**config.mk**
```make
export PLATFORM = sky130hd
export DESIGN_NAME = irq_status_reg
export DESIGN_NICKNAME = d
export VERILOG_FILES = /design/src/rtl/irq_stat_pkg.sv /design/src/rtl/irq_line.sv /design/src/rtl/irq_prio_enc.sv /design/src/rtl/irq_status_reg.sv
export SDC_FILE = /design/constraint.sdc
export NUM_CORES = 1
export LEC_CHECK = 0
export ABC_CLOCK_PERIOD_IN_PS = 3700
export BUFFER_PORTS_ARGS = -buffer_cell sky130_fd_sc_hd__buf_2
export CAP_MARGIN = 30
export CORE_AREA = 5 5 59 61
export DETAILED_ROUTE_END_ITERATION = 12
export DIE_AREA = 0 0 64 66
export PLACE_DENSITY_LB_ADDON = 0.05
export SLEW_MARGIN = 5
export SYNTH_ARGS = -nofsm -noshare
export SYNTH_HDL_FRONTEND = slang
export SYNTH_SLANG_ARGS = --single-unit
```
**constraint.sdc**
```tcl
create_clock -name clk_i -period 3.7 [get_ports clk_i]
set_input_delay 0.555 -clock clk_i [delete_from_list [all_inputs] [get_ports clk_i]]
set_output_delay 0.555 -clock clk_i [all_outputs]
set_load 0.005 [all_outputs]
```
**src/rtl/irq_stat_pkg.sv**
```systemverilog
package irq_stat_pkg;
  localparam int STAT_W   = 32;
  localparam int LVL_W    = 3;
  localparam int NUM_EXT  = 5;
  localparam int NUM_SRC  = NUM_EXT + 3;

  localparam int POS_RTC  = 22;
  localparam int POS_SPI1 = 21;
  localparam int POS_PWM2 = 13;

  // index: pin 1, 2, 3, 5, 6
  localparam int EXT_POS [NUM_EXT] = '{16, 17, 18, 20, 19};
  localparam int EXT_LVL [NUM_EXT] = '{1, 2, 3, 5, 6};
  localparam logic [NUM_EXT-1:0] EXT_EDGE_OK = 5'b10111;

  localparam logic [LVL_W-1:0] RTC_LVL  = 3'd4;
  localparam logic [LVL_W-1:0] SPI1_LVL = 3'd4;
  localparam logic [LVL_W-1:0] PWM2_LVL_RST = 3'd6;
  localparam logic [LVL_W-1:0] PWM2_LVL_MIN = 3'd1;
  localparam logic [LVL_W-1:0] PWM2_LVL_MAX = 3'd6;
endpackage

```
**src/rtl/irq_line.sv**
```systemverilog
module irq_line #(
  parameter int SYNC_STAGES = 2,
  parameter bit EDGE_OK     = 1'b1
) (
  input  logic clk_i,
  input  logic rst_ni,
  input  logic req_i,
  input  logic edge_mode_i,
  input  logic clr_i,
  output logic status_o
);
  logic [SYNC_STAGES-1:0] sync_q;
  logic level;

  always_ff @(posedge clk_i or negedge rst_ni) begin
    if (!rst_ni) sync_q <= '0;
    else         sync_q <= {sync_q[SYNC_STAGES-2:0], req_i};
  end
  assign level = sync_q[SYNC_STAGES-1];

  if (EDGE_OK) begin : g_edge
    logic prev_q, flag_q, edge_det;
    assign edge_det = level & ~prev_q;

    always_ff @(posedge clk_i or negedge rst_ni) begin
      if (!rst_ni) begin
        prev_q <= 1'b0;
        flag_q <= 1'b0;
      end else begin
        prev_q <= level;
        if (!edge_mode_i)  flag_q <= 1'b0;
        else if (edge_det) flag_q <= 1'b1;   // edge beats clear
        else if (clr_i)    flag_q <= 1'b0;
      end
    end
    assign status_o = edge_mode_i ? flag_q : level;

    assert_edge_hold_R5: assert property (@(posedge clk_i) disable iff (!rst_ni)
      (edge_mode_i && flag_q && !clr_i) |=> (flag_q || !edge_mode_i));
    assert_edge_win_R7: assert property (@(posedge clk_i) disable iff (!rst_ni)
      (edge_mode_i && edge_det && clr_i) |=> (flag_q || !edge_mode_i));
    assert_clr_R6: assert property (@(posedge clk_i) disable iff (!rst_ni)
      (edge_mode_i && clr_i && !edge_det) |=> !flag_q);
  end else begin : g_level
    logic unused_cfg;
    assign unused_cfg = ^{edge_mode_i, clr_i};
    assign status_o   = level;
  end
endmodule

```
**src/rtl/irq_prio_enc.sv**
```systemverilog
module irq_prio_enc #(
  parameter int N     = 8,
  parameter int LVL_W = 3
) (
  input  logic [N-1:0]       req_i,
  input  logic [N*LVL_W-1:0] lvl_i,
  output logic [LVL_W-1:0]   lvl_o
);
  always_comb begin
    lvl_o = '0;
    for (int i = 0; i < N; i++) begin
      if (req_i[i] && (lvl_i[i*LVL_W +: LVL_W] > lvl_o))
        lvl_o = lvl_i[i*LVL_W +: LVL_W];
    end
  end
endmodule

```
**src/rtl/irq_status_reg.sv**
```systemverilog
module irq_status_reg
  import irq_stat_pkg::*;
#(
  parameter int SYNC_STAGES = 2
) (
  input  logic              clk_i,
  input  logic              rst_ni,
  input  logic              sel_i,
  input  logic              we_i,
  input  logic [STAT_W-1:0] wdata_i,
  input  logic [NUM_EXT-1:0] ext_irq_i,
  input  logic [NUM_EXT-1:0] edge_mode_i,
  input  logic              rtc_req_i,
  input  logic              spi1_req_i,
  input  logic              pwm2_req_i,
  input  logic              pwm2_lvl_we_i,
  input  logic [LVL_W-1:0]  pwm2_lvl_i,
  output logic [STAT_W-1:0] status_o,
  output logic [LVL_W-1:0]  prio_o
);
  logic                   wr;
  logic [NUM_EXT-1:0]     ext_stat;
  logic [LVL_W-1:0]       pwm_lvl_q;
  logic [NUM_SRC-1:0]     src_req;
  logic [NUM_SRC*LVL_W-1:0] src_lvl;
  logic                   unused_wdata;

  assign wr = sel_i & we_i;
  assign unused_wdata = ^wdata_i;

  for (genvar i = 0; i < NUM_EXT; i++) begin : g_ext
    irq_line #(
      .SYNC_STAGES(SYNC_STAGES),
      .EDGE_OK    (EXT_EDGE_OK[i])
    ) u_line (
      .clk_i      (clk_i),
      .rst_ni     (rst_ni),
      .req_i      (ext_irq_i[i]),
      .edge_mode_i(edge_mode_i[i]),
      .clr_i      (wr & wdata_i[EXT_POS[i]]),
      .status_o   (ext_stat[i])
    );
    assign src_req[i] = ext_stat[i];
    assign src_lvl[i*LVL_W +: LVL_W] = LVL_W'(EXT_LVL[i]);
  end

  always_ff @(posedge clk_i or negedge rst_ni) begin
    if (!rst_ni) pwm_lvl_q <= PWM2_LVL_RST;
    else if (pwm2_lvl_we_i && pwm2_lvl_i >= PWM2_LVL_MIN && pwm2_lvl_i <= PWM2_LVL_MAX)
      pwm_lvl_q <= pwm2_lvl_i;
  end

  assign src_req[NUM_EXT]   = rtc_req_i;
  assign src_req[NUM_EXT+1] = spi1_req_i;
  assign src_req[NUM_EXT+2] = pwm2_req_i;
  assign src_lvl[NUM_EXT*LVL_W     +: LVL_W] = RTC_LVL;
  assign src_lvl[(NUM_EXT+1)*LVL_W +: LVL_W] = SPI1_LVL;
  assign src_lvl[(NUM_EXT+2)*LVL_W +: LVL_W] = pwm_lvl_q;

  always_comb begin
    status_o = '0;
    for (int i = 0; i < NUM_EXT; i++) status_o[EXT_POS[i]] = ext_stat[i];
    status_o[POS_RTC]  = rtc_req_i;
    status_o[POS_SPI1] = spi1_req_i;
    status_o[POS_PWM2] = pwm2_req_i;
  end

  irq_prio_enc #(.N(NUM_SRC), .LVL_W(LVL_W)) u_prio (
    .req_i(src_req),
    .lvl_i(src_lvl),
    .lvl_o(prio_o)
  );

  assert_prio_any_R8: assert property (@(posedge clk_i) disable iff (!rst_ni)
    ((status_o != '0) == (prio_o != '0)));
  assert_lvl_range_R9: assert property (@(posedge clk_i) disable iff (!rst_ni)
    (pwm_lvl_q >= PWM2_LVL_MIN && pwm_lvl_q <= PWM2_LVL_MAX));
  assert_lvl_ignore_R9: assert property (@(posedge clk_i) disable iff (!rst_ni)
    (pwm2_lvl_we_i && (pwm2_lvl_i < PWM2_LVL_MIN || pwm2_lvl_i > PWM2_LVL_MAX))
      |=> $stable(pwm_lvl_q));
  assert_rsvd_zero_R3: assert property (@(posedge clk_i) disable iff (!rst_ni)
    (status_o[15:14] == 2'b00));
endmodule

```
==> results.json <==
{
  "status": "completed",
  "p_per_area_mw_per_mm2": 355,
  "vias_per_cell": 4.30,
  "dieArea_mm2": 0.00422,
  "syn_inst": 114,
  "wl_per_cell_um": 10.9,
  "grt_max_degree": 22,
  "regToRegStartpoint": "pwm_lvl_q[2]",
  "leakage_nw": 0.650,
  "regToRegSetupSlack_ps": 2590,
  "cp-start-kind": "flop",
  "cts_made_buffers": 3,
  "drcViolationCount": 0,
  "p_sw_share_pct": 26.0,
  "core-area_mm2": 0.00293,
  "fin_crit_sh_pct": 78.4,
  "layout.nets": 200,
  "ys_ff_latch": 21,
  "cap_viol_max_count": 0,
  "worstPathRequired_ps": 3140,
  "numClockSinks": 21,
  "cts_resized": 0,
  "r2r_end": "pwm_lvl_q[2]",
  "ys_seq_area_share_pct": 44.8,
  "grt_first_pass_wirelength_um": 3000,
  "worst-r2r-cell-count": 3,
  "critPathMaxFanout": 3,
  "grt_pass1_vias": 698,
  "grtUsageTotal_pct": 8.80,
  "setup_tns_ps": 0,
  "postCtsSetupBuffers": 0,
  "max_freq_ghz": 0.345,
  "gr-total-overflow": 0,
  "dp_slack_ps": 790,
  "drive_above_1_share_pct": 34.3,
  "final_core_util_pct": 43.1,
  "min_path_type": "in -> async",
  "numPortBuffers": 34,
  "h-tree-depth": 1,
  "clkPwrFrac_pct": 22.6,
  "crit_type": "reg -> out",
  "layout_common_cells": "34 x buf_2, 24 x conb_1, 19 x dfrtp_1",
  "nFillCells": 297,
  "rows": 20,
  "area_growth_pct": 7.11,
  "comb_power_share_pct": 20.4,
  "hold_buffers": 0,
  "setup_violations": 0,
  "die_h_um": 66,
  "clk_path_buf_depth": 2,
  "dp.final_hpwl_um": 1650,
  "insertion_delay_ps": 290,
  "slew_violations": 0,
  "internal_power_mw": 0.332,
  "final_cell_area_mm2": 0.00126,
  "final_common_cell": "buf_2",
  "peakVddDrop_mv": 0.201,
  "wl_um": 1920,
  "synth_cell_types": 27,
  "vias": 757,
  "ant_nets": 0,
  "die_w_um": 64,
  "multi_input_area_um2": 470,
  "end_kind": "primary output",
  "hold_viol_final": 0,
  "clockRootBuffer": "clkbuf_4",
  "placed_area_mm2": 0.00124,
  "drt-initial-drc-count": 11,
  "synth_area_per_cell_um2": 10.3,
  "fin_ws_ps": 799,
  "antenna_found_initial": 0,
  "antenna_cells": 0,
  "dr.pass1.iters": 4,
  "period_minus_slack_ps": 2900,
  "sequentialPowerShare_pct": 57.0,
  "syn_area_mm2": 0.00118,
  "whs_ps": 199,
  "top_level_ports": 88,
  "grt_setup_unrepaired": "no",
  "path_clk_slew_ps": 100,
  "netSwitchingPower_mw": 0.117,
  "gp_congestion": 0.673,
  "tritoncts": "yes",
  "cp.arrival_ps": 2350,
  "initial_core_util_pct": 40.3,
  "clock_skew_ps": 3.51,
  "ys_warn_count": 0,
  "regArea_um2": 528
}
Yosys cell counts:
cell type	count	area (µm²)
nor2_1	3	11.3
o21ai_0	1	5.00
nand2_1	3	11.3
nand2b_4	1	13.8
dfrtp_1	19	475
a21oi_1	7	35.0
inv_2	1	3.75
mux2_2	1	11.3
a211oi_1	2	15.0
a22o_1	1	8.76
nand3_1	5	25.0
conb_1	1	3.75
mux2_4	3	45.0
a221oi_1	1	8.76
dfstp_2	2	52.6
buf_4	32	240
o21ai_1	1	5.00
o22ai_1	2	12.5
and2_1	1	6.26
o21a_1	1	7.51
nor3_1	1	5.00
nor2_2	2	12.5
inv_1	6	22.5
nor2b_1	9	56.3
a21oi_2	2	17.5
ha_1	3	37.5
mux2i_1	3	30.0
through the flow:
stage	std cells	total power, mW
6_report	176	0.449
2_1_floorplan	137	0.338
3_3_place_gp	172	0.351
3_5_place_dp	172	0.353
4_1_cts	176	0.459
5_1_grt	176	0.482
metal layers:
| metal | GRT usage [%] | up-vias | share of wire (%) | wire length (µm) |
|---|---|---|---|---|
| met3 | 2.72 | 2 | 14 | 267 |
| met1 | 11.8 | 332 | 44 | 840 |
| li1 | - | 381 | - | - |
| met2 | 13.3 | 42 | 42 | 797 |
| met4 | 3.12 | 0 | 0.52 | 10 |
| met5 | 0 | - | 0 | 0 |
worst max-delay path: stages (launching register included):
cell	delay, ps
dfrtp_1	400
mux2_4	290
o21a_1	190
nor2_2	100
ha_1	250
nand3_1	70
nand2_1	60
a21oi_2	190
mux2_2	370
buf_2	130
power groups by stage:
stage	sequential, mW	clock, mW	combinational (mW)
finish	0.256	0.101	0.0915
global route	0.258	0.119	0.104
CTS	0.256	0.110	0.0926
detailed placement	0.261	0	0.0922
global placement	0.260	0	0.0905
floorplan	0.257	0	0.0806
final cells by class:
class / instances / area share, %
clock buffers: 4 / 2.08
inverters: 7 / 2.08
multi-input cells: 77 / 37.3
flip-flops and latches: 21 / 41.8
well taps: 33 / 3.27
repair buffers: 34 / 13.5
state kept, by name (all words and copies together), names as in the netlist:
signal / flops
g_ext.u_line.sync_q: 10
pwm_lvl_q: 3
g_ext.u_line.g_edge.prev_q: 4
g_ext.u_line.g_edge.flag_q: 4
cell families (layout without fill, tap and decap cells):
kind of cell             Yosys count  in the layout  share of synthesized area (%)
AO/OA/AOI/OAI                     18             18                           9.77
adder cells (fa/ha/maj)            3              3                           3.19
buffers and inverters             39             45                           22.6
flip-flops                        21             21                           44.8
multiplexers                       7              7                           7.32
other                              1             24                          0.318
AND/OR/NAND/NOR                   25             25                           12.0
how the worst max path moves through the flow:
stage | from | endpoint | depth (start not counted) | slack [ps]
floorplan | edge_mode_i[1] | prio_o[0] | 8 | 1140
global placement | edge_mode_i[1] | prio_o[0] | 10 | 800
detailed placement | edge_mode_i[1] | prio_o[0] | 10 | 790
CTS | g_ext[3].u_line.sync_q[1] | prio_o[0] | 9 | 760
global route | g_ext[3].u_line.sync_q[1] | prio_o[0] | 9 | 510
finish | g_ext[1].u_line.sync_q[1] | prio_o[0] | 9 | 800
Note: power is estimated with default switching activity, not from simulation.
